File: config.mk
export PLATFORM = sky130hd
export DESIGN_NAME = i2c_bus_monitor
export DESIGN_NICKNAME = d
export VERILOG_FILES = /design/src/rtl/i2cmon_pkg.sv /design/src/rtl/i2cmon_line_cond.sv /design/src/rtl/i2cmon_cond_detect.sv /design/src/rtl/i2cmon_frame_fsm.sv /design/src/rtl/i2c_bus_monitor.sv
export SDC_FILE = /design/constraint.sdc
export NUM_CORES = 1
export LEC_CHECK = 0
export ABC_CLOCK_PERIOD_IN_PS = 6000
export BUFFER_PORTS_ARGS = -buffer_cell sky130_fd_sc_hd__buf_2
export CELL_PAD_IN_SITES_DETAIL_PLACEMENT = 0
export CELL_PAD_IN_SITES_GLOBAL_PLACEMENT = 2
export CORE_UTILIZATION = 40
export DETAILED_ROUTE_END_ITERATION = 8
export GPL_TIMING_DRIVEN = 0
export PLACE_DENSITY_LB_ADDON = 0.3
export SLEW_MARGIN = 10
export SYNTH_ARGS = -nofsm -noshare
export SYNTH_HDL_FRONTEND = slang
export SYNTH_SLANG_ARGS = --single-unit
File: constraint.sdc
create_clock -name clk -period 6 [get_ports clk]
set_clock_uncertainty 0.1 [all_clocks]
set_input_delay 1.2 -clock clk [delete_from_list [all_inputs] [get_ports clk]]
set_output_delay 1.2 -clock clk [all_outputs]
set_load 0.03 [all_outputs]
File: src/rtl/i2cmon_pkg.sv
package i2cmon_pkg;

    typedef enum logic [2:0] {
        CMD_START   = 3'd0,
        CMD_RSTART  = 3'd1,
        CMD_ADDR_WR = 3'd2,
        CMD_ADDR_RD = 3'd3,
        CMD_DATA_WR = 3'd4,
        CMD_DATA_RD = 3'd5,
        CMD_STOP    = 3'd6
    } mon_cmd_e;

    typedef enum logic [1:0] {
        ST_IDLE = 2'd0,
        ST_ADDR = 2'd1,
        ST_DATA = 2'd2
    } mon_state_e;

    typedef struct packed {
        logic     valid;
        mon_cmd_e cmd;
        logic [7:0] data;
        logic     ack;
    } mon_event_t;

    typedef struct packed {
        logic scl_rise;
        logic start;
        logic stop;
        logic sda;
    } bus_cond_t;

    function automatic mon_cmd_e frame_cmd(input logic is_addr, input logic rd);
        if (is_addr) return rd ? CMD_ADDR_RD : CMD_ADDR_WR;
        return rd ? CMD_DATA_RD : CMD_DATA_WR;
    endfunction

endpackage

File: src/rtl/i2cmon_line_cond.sv
module i2cmon_line_cond #(
    parameter int SYNC_STAGES = 2,
    parameter int FILT_TAPS   = 3
) (
    input  logic clk,
    input  logic rst,
    input  logic line_i,
    output logic line_o
);
    localparam int HALF = FILT_TAPS / 2;

    logic [SYNC_STAGES-1:0] sync_q;
    logic [FILT_TAPS-1:0]   win_q;
    logic                   filt_q;

    always_ff @(posedge clk) begin
        if (rst) begin
            sync_q <= '1;
            win_q  <= '1;
            filt_q <= 1'b1;
        end else begin
            sync_q <= {sync_q[SYNC_STAGES-2:0], line_i};
            win_q  <= {win_q[FILT_TAPS-2:0], sync_q[SYNC_STAGES-1]};
            filt_q <= ($countones(win_q) > HALF);
        end
    end

    assign line_o = filt_q;
endmodule

File: src/rtl/i2cmon_cond_detect.sv
module i2cmon_cond_detect
    import i2cmon_pkg::*;
(
    input  logic      clk,
    input  logic      rst,
    input  logic      scl,
    input  logic      sda,
    output bus_cond_t cond_o
);
    logic primed_q;
    logic scl_prev_q;
    logic sda_prev_q;

    always_ff @(posedge clk) begin
        if (rst) begin
            primed_q   <= 1'b0;
            scl_prev_q <= 1'b1;
            sda_prev_q <= 1'b1;
        end else begin
            primed_q   <= 1'b1;
            scl_prev_q <= scl;
            sda_prev_q <= sda;
        end
    end

    always_comb begin
        cond_o.scl_rise = primed_q && !scl_prev_q && scl;
        cond_o.start    = primed_q && sda_prev_q && !sda && scl;
        cond_o.stop     = primed_q && !sda_prev_q && sda && scl;
        cond_o.sda      = sda;
    end
endmodule

File: src/rtl/i2cmon_frame_fsm.sv
module i2cmon_frame_fsm
    import i2cmon_pkg::*;
#(
    parameter int FRAME_BITS = 9
) (
    input  logic       clk,
    input  logic       rst,
    input  bus_cond_t  cond_i,
    output mon_event_t evt_o,
    output mon_state_e state_o
);
    localparam int CNT_W = $clog2(FRAME_BITS + 1);
    localparam logic [CNT_W-1:0] LAST_BIT = CNT_W'(FRAME_BITS - 1);

    mon_state_e            st_q;
    logic [CNT_W-1:0]      cnt_q;
    logic [FRAME_BITS-2:0] sh_q;
    logic                  rep_q;
    logic                  rd_q;
    mon_event_t            evt_q;

    logic [FRAME_BITS-1:0] sh_next;
    logic [7:0]            frame_byte;
    logic                  frame_done;

    always_comb begin
        sh_next    = {sh_q, cond_i.sda};
        frame_byte = sh_next[FRAME_BITS-1:1];
        frame_done = (cnt_q == LAST_BIT);
    end

    always_ff @(posedge clk) begin
        if (rst) begin
            st_q  <= ST_IDLE;
            cnt_q <= '0;
            sh_q  <= '0;
            rep_q <= 1'b0;
            rd_q  <= 1'b0;
            evt_q <= '0;
        end else begin
            evt_q.valid <= 1'b0;
            case (st_q)
                ST_IDLE: begin
                    if (cond_i.start) begin
                        evt_q <= '{valid: 1'b1,
                                   cmd: rep_q ? CMD_RSTART : CMD_START,
                                   data: 8'h00, ack: 1'b0};
                        st_q  <= ST_ADDR;
                        cnt_q <= '0;
                        sh_q  <= '0;
                        rep_q <= 1'b1;
                    end
                end
                ST_ADDR: begin
                    if (cond_i.scl_rise) begin
                        if (frame_done) begin
                            evt_q <= '{valid: 1'b1,
                                       cmd: frame_cmd(1'b1, frame_byte[0]),
                                       data: {1'b0, frame_byte[7:1]},
                                       ack: cond_i.sda};
                            rd_q  <= frame_byte[0];
                            st_q  <= ST_DATA;
                            cnt_q <= '0;
                            sh_q  <= '0;
                        end else begin
                            cnt_q <= cnt_q + 1'b1;
                            sh_q  <= sh_next[FRAME_BITS-2:0];
                        end
                    end
                end
                ST_DATA: begin
                    if (cond_i.scl_rise) begin
                        if (frame_done) begin
                            evt_q <= '{valid: 1'b1,
                                       cmd: frame_cmd(1'b0, rd_q),
                                       data: frame_byte,
                                       ack: cond_i.sda};
                            cnt_q <= '0;
                            sh_q  <= '0;
                        end else begin
                            cnt_q <= cnt_q + 1'b1;
                            sh_q  <= sh_next[FRAME_BITS-2:0];
                        end
                    end else if (cond_i.start) begin
                        evt_q <= '{valid: 1'b1,
                                   cmd: rep_q ? CMD_RSTART : CMD_START,
                                   data: 8'h00, ack: 1'b0};
                        st_q  <= ST_ADDR;
                        cnt_q <= '0;
                        sh_q  <= '0;
                        rep_q <= 1'b1;
                    end else if (cond_i.stop) begin
                        evt_q <= '{valid: 1'b1, cmd: CMD_STOP,
                                   data: 8'h00, ack: 1'b0};
                        st_q  <= ST_IDLE;
                        rep_q <= 1'b0;
                    end
                end
                default: st_q <= ST_IDLE;
            endcase
        end
    end

    assign evt_o   = evt_q;
    assign state_o = st_q;
endmodule

File: src/rtl/i2c_bus_monitor.sv
module i2c_bus_monitor
    import i2cmon_pkg::*;
#(
    parameter int SYNC_STAGES = 2,
    parameter int FILT_TAPS   = 3,
    parameter int FRAME_BITS  = 9
) (
    input  logic       clk,
    input  logic       rst,
    input  logic       scl_i,
    input  logic       sda_i,
    output logic       evt_valid_o,
    output logic [2:0] evt_cmd_o,
    output logic [7:0] evt_data_o,
    output logic       evt_ack_o
);
    localparam int NUM_LINES = 2;

    logic [NUM_LINES-1:0] raw_lines;
    logic [NUM_LINES-1:0] clean_lines;
    bus_cond_t            cond;
    mon_event_t           evt;
    mon_state_e           st;

    assign raw_lines = {sda_i, scl_i};

    for (genvar g = 0; g < NUM_LINES; g++) begin : g_line
        i2cmon_line_cond #(
            .SYNC_STAGES(SYNC_STAGES),
            .FILT_TAPS  (FILT_TAPS)
        ) u_cond (
            .clk   (clk),
            .rst   (rst),
            .line_i(raw_lines[g]),
            .line_o(clean_lines[g])
        );
    end

    i2cmon_cond_detect u_detect (
        .clk   (clk),
        .rst   (rst),
        .scl   (clean_lines[0]),
        .sda   (clean_lines[1]),
        .cond_o(cond)
    );

    i2cmon_frame_fsm #(.FRAME_BITS(FRAME_BITS)) u_fsm (
        .clk    (clk),
        .rst    (rst),
        .cond_i (cond),
        .evt_o  (evt),
        .state_o(st)
    );

    assign evt_valid_o = evt.valid;
    assign evt_cmd_o   = evt.cmd;
    assign evt_data_o  = evt.data;
    assign evt_ack_o   = evt.ack;
endmodule

Word-level counts from Yosys, hierarchy flattened
Cells that the tools add are included.

word-level totals
  output and inout port bits = 13
  register bits after elaboration = 44

operators by class
  add/subtract/negate cells = 5
  $lt $le $gt $ge = 2
  muxes and demuxes = 40
  reduce and logical (&&, ||, !) cells = 19
  equal/unequal tests = 10

operators with widths
  kind                                                 count
  two-way mux 13 bit                                   7
  adder 32 x 1 -> 32 bit                               2
  > comparator 32 x 2 -> 1 bit, second input constant  2
  one-hot mux 13 bit (3 select lines)                  1
  two-way mux 8 bit                                    4
  one-hot mux 8 bit (3 select lines)                   1
  two-way mux 4 bit                                    4
  two-way mux 1 bit                                    13
  two-way mux 2 bit                                    6
  one-hot mux 4 bit (3 select lines)                   1
  logical AND 1 bit                                    8
  != test 2 bit, second input constant                 3
  one-hot mux 2 bit (3 select lines)                   1
  AND reduction 6 bit                                  1
  AND reduction 5 bit                                  1
  adder 1 x 1 -> 2 bit                                 2
  adder 4 x 1 -> 4 bit, second input constant          1
  equality test 4 bit, second input constant           1
  != test 4 bit, second input constant                 1
  AND reduction 4 bit                                  1
  logical NOT 1 bit                                    3
  two-way mux 3 bit                                    1
  != test 3 x 2 -> 1 bit, second input constant        1
  != test 3 bit, second input constant                 1
  9 further kinds                                      9

Depth between registers and ports, before layout
Gate-level depths: netlist of run 1.

  word-level depth = 10
  mapped depth = 9
  depth with buffers taken out = 7

Cells and area by module
From an unflattened synthesis of run 1, not the netlist that was laid out.

second synthesis, totals
  cell total of the unflattened synthesis = 218
  area, all modules = 2028.2 um2

by module, submodules not included
  module              seq. area each (um2)  instances  cells each  area an instance (um2)
  i2cmon_frame_fsm    580.6                 1          182         1570.3
  i2cmon_line_cond    120.1                 2          13          172.7
  i2cmon_cond_detect  60.1                  1          10          112.6

Worst setup path after synthesis of run 1
OpenSTA, ideal clock, no wires.

  path type = input to register
  start point = in rst
  end point = reg u_fsm.cnt_q[3]
  cell stages on the path = 5
  data required time = 5.778 ns
  data arrival time = 1.957 ns
  slack = 3.821 ns
  buffers on the path = 1
  path through = inv_1 > and2_1 > o21a_1 > clkbuf_1 > a221o_1

RTL lines
  what                  RTL line                source
  from (decl)           i2c_bus_monitor.sv:9    input logic rst,
  to (signal assigned)  i2cmon_frame_fsm.sv:66  cnt_q <= cnt_q + 1'b1;
  to (signal assigned)  i2cmon_frame_fsm.sv:81  cnt_q <= cnt_q + 1'b1;
  to (decl)             i2cmon_frame_fsm.sv:16  logic [CNT_W-1:0] cnt_q;

Worst setup path after layout of run 1
  start point = reg u_fsm.st_q[0] (netlist: u_fsm.state_o[0])
  end point = reg u_fsm.sh_q[7] (netlist: u_fsm.frame_byte[7])

on the way
  longest elaborated chain between the ends = 3
  elaborated cells between the ends (all ways) = 7

ends and longest elaborated chain
  what                                                                         RTL line                source
  from (decl)                                                                  i2cmon_frame_fsm.sv:15  mon_state_e st_q;
  from (signal assigned)                                                       i2cmon_frame_fsm.sv:34  st_q <= ST_IDLE;
  from (signal assigned)                                                       i2cmon_frame_fsm.sv:48  st_q <= ST_ADDR;
  from (signal assigned)                                                       i2cmon_frame_fsm.sv:62  st_q <= ST_DATA;
  equality test 2 x 1 -> 1 bit (tied with other cells)                         i2cmon_frame_fsm.sv:42  case (st_q)
  != test 2 bit (no source line) / nonzero test 3 bit (equally long branches)  --
  AND reduction 2 bit (no source line)                                         --
  to (signal assigned)                                                         i2cmon_frame_fsm.sv:67  sh_q <= sh_next[FRAME_BITS-2:0];
  to (signal assigned)                                                         i2cmon_frame_fsm.sv:82  sh_q <= sh_next[FRAME_BITS-2:0];
  to (decl)                                                                    i2cmon_frame_fsm.sv:17  logic [FRAME_BITS-2:0] sh_q;

Several ways; a longest one is shown, not always the timed one.
A chain may end at the register's enable or synchronous reset.

==> results.md, run 1 <==
* Multi-input gate area at 920 um2
* Crit-path leading delay family: buffers and inverters
* # diodes at 0
* Slew @ Worst Pin at 557 ps
* CP Cell Sequence: inv_1 > ha_1 > clkbuf_1 > inv_1 > a21oi_1 > o21ai_0 > a21oi_1 > clkbuf_1 > a22o_1
* Vias/cell at 5.51
* Row Count at 24
* Residual DRC at 0
* RSZ-0062 raised after global routing: false
* TritonCTS Buffers at 5
* Min-delay src: g_line[1].u_cond.sync_q[0]$_SDFF_PP1_
* Worst setup EP type: flip-flop
* Number of nets in the layout at 228
* Post-Syn Instances at 192
* Worst Hold Class: flip-flop to flip-flop
* Drt wl/cell at 14.8 um
* Initial antenna violation count at 0
* Worst slew margin at 0.626
* CTS max path bufs at 2
* Syn Std Cell Area at 1870 um2
* Clock transition at path regs at 80 ps
* Syn nets at 205
* Final WL at 3950 um
* Via count at 1,471
* Setup Viol. Count Final at 0
* TritonRoute pass-1 iters at 4
* Startpoint Class: flip-flop
* CTS Hold Bufs at 0
* Pre-CTS setup slack at 3480 ps
* Number of synthesized flops with an enable pin at 0
* Iteration-0 DRC Markers at 52
* Netlist cell types at 39
* Synth warnings at 0
* #FFs+latches synth at 44
* Post-CTS Setup Bufs at 0
* Crit path kind: flip-flop to flip-flop
* CP Launch Point: u_fsm.state_o[0]$_SDFFE_PP0P_
* Critical path data required time at 6140 ps
* GR Util All Layers at 0.168
* Crit path largest cell delay at 400 ps
* Worst path slowest cell: clkbuf_1
* Clk_lat worst skew at 290 ps
* Worst-path maximum fanout at 10
* Final hold vios at 0
* CTS tree: yes
* Period utilisation layout at 0.398
* Gr ovfl total at 0
* Port bufs at 16
* Starting Density at 0.424
* Crit path DAT at 2530 ps
* Final Max Tran Viols at 0
* Largest net degree at the start of global routing at 14
* Reg2reg start: u_fsm.state_o[0]$_SDFFE_PP0P_
* Gpl congestion at 0.889
* Die ar. at 4960 um2
* Fill count at 449
* H-Tree Depth at 2
* Area delta synth->final at 12.1%
* Worst R2R Setup Slack at 3610 ps
* Width of the die at 70.4 um
* Power Dens Cells at 268 nW/um2
* Root buf cell: clkbuf_8
* DIE HEIGHT at 70.4 um
* Final Worst Setup Slack at 3610 ps
* Post-cts resize count at 0
* Outcome: complete, no violations
* Tmin final at 2390 ps
* Post-DRT Antenna Nets at 0
* First-pass GRT wire length at 6640 um
* Ys flop type: dfxtp_1
* Leakage Power at 0.808 nW
* Share of cells above drive strength 1 at 0.223
* Clock sinks at 44
* Final TNS setup at 0 ps
* Top Ports at 17
* Core area at 4410 um2
* Asr flop ratio synth at 0
* Fmax at 419 MHz
* Syn_area_per_cell at 9.76 um2
* FF/Latch Area at 881 um2
* Max IR drop VDD at 0.160 mV
* Vias in the first global route at 1,417
* HPWL after DPL at 2900 um
* Hold_ws at 315 ps
* Sum of buffers and inverters on the critical path at 4
* Seq/Total Area, Yosys at 0.470
* Total of max-cap violations at 0
final cells by class:
type | count | share of cell area
Sequential cell | 44 | 0.420
Buffer | 11 | 0.0203
Clock buffer | 5 | 0.0328
Clock inverter | 2 | 0.00596
Inverter | 8 | 0.0143
Tap cell | 52 | 0.0310
Multi-Input combinational cell | 129 | 0.438
Timing Repair Buffer | 16 | 0.0381
Yosys cell counts, types with 3 or more instances:
cell / instances / area share
a31o_2: 8 / 0.037
inv_1: 8 / 0.016
a211o_1: 3 / 0.014
a22oi_1: 8 / 0.032
or2_2: 12 / 0.040
o21ai_0: 7 / 0.019
ha_1: 9 / 0.060
and2_1: 4 / 0.013
nand3_1: 3 / 0.0080
nor2_1: 8 / 0.016
a22o_1: 11 / 0.051
dfxtp_1: 44 / 0.47
clkbuf_1: 9 / 0.018
nor3_1: 9 / 0.024
a21oi_1: 13 / 0.035
nand2_1: 10 / 0.020
worst paths after layout:
| kind | cells past startpoint | endpoint |
|---|---|---|
| worst max-delay path | 9 | u_fsm.frame_byte[7]$_SDFFE_PP0P_ |
| worst min-delay path | 1 | g_line[1].u_cond.sync_q[1]$_SDFF_PP1_ |
| worst min register to register | 1 | g_line[1].u_cond.sync_q[1]$_SDFF_PP1_ |
| worst max register to register | 9 | u_fsm.frame_byte[7]$_SDFFE_PP0P_ |
registers in the layout, indices dropped and copies added, names as in the netlist:
signal	count
u_fsm.cnt_q	4
u_fsm.state_o	2
g_line.u_cond.line_o	2
u_fsm.rep_q	1
u_detect.sda_prev_q	1
g_line.u_cond.win_q	6
u_fsm.evt_o	13
g_line.u_cond.sync_q	4
u_fsm.rd_q	1
u_detect.primed_q	1
u_detect.scl_prev_q	1
u_fsm.frame_byte	8
power breakdown:
| group | internal (mW) | switching [mW] |
|---|---|---|
| Clock | 0.0789 | 0.0996 |
| Sequential | 0.299 | 0.00532 |
| Combinational | 0.0248 | 0.0554 |
| Total | 0.402 | 0.160 |
layout by cell type (no fill, tap or decap), types with 2 or more instances in the layout:
| master | instances |
|---|---|
| a22oi_1 | 8 |
| o21ai_0 | 7 |
| nor2_1 | 8 |
| a22o_1 | 11 |
| nor3_1 | 9 |
| dfxtp_1 | 44 |
| a31o_2 | 8 |
| inv_1 | 8 |
| nand3_1 | 3 |
| ha_1 | 9 |
| nand4b_1 | 2 |
| mux2i_1 | 2 |
| clkbuf_8 | 5 |
| clkbuf_1 | 9 |
| or2_2 | 12 |
| nand2_1 | 10 |
| and4b_1 | 2 |
| buf_2 | 17 |
| and2_1 | 4 |
| a211o_1 | 3 |
| a21oi_1 | 13 |
worst register-to-register path, delay by kind of cell, from the launching register on:
| family | cells | cell delay [ps] |
|---|---|---|
| flip-flops | 1 | 350 |
| AO/OA/AOI/OAI | 4 | 720 |
| buffers and inverters | 4 | 1000 |
| adder cells (fa/ha/maj) | 1 | 160 |
metal layers:
metal / GRT usage / part of all wire
met4: 0.0689 / 0.013
met2: 0.270 / 0.48
met3: 0.0447 / 0.032
met1: 0.213 / 0.48
met5: 0 / 0
metrics by stage:
step                cell area (um2)  std cells  total power, mW  utilization
finish                         2100        267            0.563        0.476
global route                   2100        267            0.590        0.476
CTS                            2100        267            0.569        0.476
detailed placement             2020        260            0.390        0.457
global placement               2020        260            0.388        0.457
floorplan                      1870        192            0.369            -
logic make-up (layout without fill, tap and decap cells):
kind of cell,after synthesis,after routing,synth area share
DFF,44,44,0.470
AOI/OAI and AO/OA,58,58,0.229
and+or+nand+nor,58,58,0.180
adders and majority gates,9,9,0.0601
buffers and inverters,19,42,0.0387
muxes,3,3,0.0167
xor gates and xnor gates,1,1,0.00468
(Power assumes the default switching activity.)
==> run 2, diff against run 1 <==
--- a/config.mk
+++ b/config.mk
@@ -5,11 +5,11 @@
 export SDC_FILE = /design/constraint.sdc
 export NUM_CORES = 1
 export LEC_CHECK = 0
-export ABC_CLOCK_PERIOD_IN_PS = 6000
+export ABC_CLOCK_PERIOD_IN_PS = 2400
 export BUFFER_PORTS_ARGS = -buffer_cell sky130_fd_sc_hd__buf_2
 export CELL_PAD_IN_SITES_DETAIL_PLACEMENT = 0
 export CELL_PAD_IN_SITES_GLOBAL_PLACEMENT = 2
-export CORE_UTILIZATION = 40
+export CORE_UTILIZATION = 37
 export DETAILED_ROUTE_END_ITERATION = 8
 export GPL_TIMING_DRIVEN = 0
 export PLACE_DENSITY_LB_ADDON = 0.3
==> constraint.sdc (replaced) <==
create_clock -name clk -period 2.4 [get_ports clk]
set_clock_uncertainty 0.1 [all_clocks]
set_input_delay 0.48 -clock clk [delete_from_list [all_inputs] [get_ports clk]]
set_output_delay 0.48 -clock clk [all_outputs]
set_load 0.03 [all_outputs]
==> results.md, run 2 (synthesis results as in run 1) <==
* Most frequent cells in the layout: 44 x dfxtp_1, 17 x buf_2, 13 x a21oi_1
* RSZ-0062 raised after global routing: false
* Die ar. at 5350 um2
* Worst R2R Setup Slack at 140 ps
* Outcome: complete, no violations
* Final hold vios at 0
* Clock sinks at 44
* Max IR drop VDD at 0.397 mV
* FF-to-FF End: u_fsm.cnt_q[3]$_SDFFE_PP0P_
* Core area at 4790 um2
* Crit path DAT at 2340 ps
* Vias in the first global route at 1,444
* Largest net degree at the start of global routing at 14
* Iteration-0 DRC Markers at 68
* Final Max Tran Viols at 0
* Fmax at 442 MHz
* Worst slew margin at 0.633
* Min-Delay Path Depth at 2
* Initial antenna violation count at 0
* CTS tree: yes
* Most common cell after layout, fill and taps aside: dfxtp_1
* First-pass GRT wire length at 7010 um
* Port bufs at 16
* CTS max path bufs at 2
* Leakage Power at 0.847 nW
* TritonCTS Buffers at 5
* Row Count at 25
* Post-DRT Antenna Nets at 0
* Worst-path maximum fanout at 10
* # diodes at 0
* Setup Viol. Count Final at 0
* Share of cells above drive strength 1 at 0.244
* Root buf cell: clkbuf_8
* Crit path kind: flip-flop to flip-flop
* Top Ports at 17
* Residual DRC at 0
* Startpoint Class: flip-flop
* Via count at 1,511
* Width of the die at 73.2 um
* Final WL at 4060 um
* Tmin final at 2260 ps
* Critical path data required time at 2480 ps
* Worst r2r path cells at 8
* Fill count at 468
* Power Dens Cells at 722 nW/um2
* Number of flip-flops in the largest register at 13
* Gpl congestion at 0.861
* Clk_lat worst skew at 290 ps
* Area delta synth->final at 16.1%
* Clock transition at path regs at 80 ps
* Hold endpoint: g_line[1].u_cond.sync_q[0]$_SDFF_PP1_
* TritonRoute pass-1 iters at 4
* Worst setup EP type: flip-flop
* Min-delay src: sda_i
* Gr ovfl total at 0
* HPWL after DPL at 2900 um
* Reg2reg start: u_fsm.state_o[0]$_SDFFE_PP0P_
* Worst Hold Class: input pin to flip-flop
* Slew @ Worst Pin at 551 ps
* H-Tree Depth at 2
* DIE HEIGHT at 73.2 um
* Number of nets in the layout at 229
* Drt wl/cell at 14.3 um
* Vias/cell at 5.32
* Total of max-cap violations at 0
* GR Util All Layers at 0.175
* Placed insts at 275
* Post-Layout Cell Count at 284
* Starting Density at 0.391
* Period utilisation layout at 0.943
* Final TNS setup at 0 ps
-- run 2: cell types whose count changed in the layout (fill, tap and decap cells not counted) --
cell,previous run,this run
clkinv_2,1,0
bufinv_16,0,1
buf_4,0,1
clkinvlp_4,1,0
clkbuf_1,9,6
clkbuf_2,0,3
clkbuf_8,5,7
-- run 2: final cells by class --
cell class | count | area [um2] | share of cell area
multi-input combinational | 129 | 920 | 0.423
sequential | 44 | 881 | 0.405
clock buffer | 7 | 96.3 | 0.0443
timing repair buffer | 17 | 87.6 | 0.0403
tap | 67 | 83.8 | 0.0385
buffer | 11 | 46.3 | 0.0213
clock inverter | 1 | 30.0 | 0.0138
inverter | 8 | 30.0 | 0.0138
-- run 2: worst max-delay path by stage --
stage	cells past startpoint	slack [ps]	start	endpoint
final	8	140	u_fsm.state_o[0]$_SDFFE_PP0P_	u_fsm.cnt_q[3]$_SDFFE_PP0P_
after global placement	9	20	u_fsm.state_o[0]$_SDFFE_PP0P_	u_fsm.cnt_q[2]$_SDFFE_PP0P_
after floorplan	8	380	u_fsm.state_o[0]$_SDFFE_PP0P_	u_fsm.cnt_q[3]$_SDFFE_PP0P_
after CTS	8	30	u_fsm.state_o[0]$_SDFFE_PP0P_	u_fsm.evt_o[6]$_SDFFE_PP0P_
after global routing	8	20	u_fsm.state_o[0]$_SDFFE_PP0P_	u_fsm.cnt_q[3]$_SDFFE_PP0P_
after detailed placement	9	9	u_fsm.state_o[0]$_SDFFE_PP0P_	u_fsm.frame_byte[5]$_SDFFE_PP0P_
-- run 2: worst max-delay path, cell delays in order, from the launching register on --
cell and delay [ps]:
dfxtp_1 430, inv_1 90, ha_1 210, clkbuf_2 190
o2111a_1 270, and2_1 190, o21a_1 100, clkbuf_1 220
a221o_1 350
-- run 2: layer usage --
| metal | global-route usage | vias up | part of all wire |
|---|---|---|---|
| met2 | 0.252 | 37 | 0.43 |
| met1 | 0.242 | 718 | 0.51 |
| met5 | 0 | - | 0 |
| met4 | 0.0915 | 0 | 0.026 |
| met3 | 0.0414 | 9 | 0.036 |
| li1 | - | 747 | - |
-- run 2: timing repair --
| action | in CTS | in global routing |
|---|---|---|
| resized for setup | 1 | 4 |
| endpoints found under the setup margin | 9 | 23 |
| pin swaps | 0 | 1 |
| setup buffers | 0 | 1 |
| hold buffers | 0 | 0 |
-- run 2: where the power goes --
group / leakage [nW] / switching [mW] / internal, mW
clock: 0.0645 / 0.241 / 0.367
combinational: 0.426 / 0.136 / 0.0638
sequential: 0.357 / 0.0156 / 0.747
total: 0.847 / 0.393 / 1.18
-- run 2: through the flow --
| step | power, mW | instance area (um2) | util | worst slack (ps) | hold WS (ps) |
|---|---|---|---|---|---|
| detailed placement | 0.973 | 2040 | 0.426 | 9.43 | 293 |
| floorplan | 0.923 | 1870 | - | 383 | 289 |
| CTS | 1.59 | 2160 | 0.452 | 25.0 | 257 |
| global route | 1.65 | 2170 | 0.454 | 18.0 | 256 |
| finish | 1.57 | 2170 | 0.454 | 138 | 266 |
| global placement | 0.967 | 2040 | 0.426 | 21.0 | 290 |
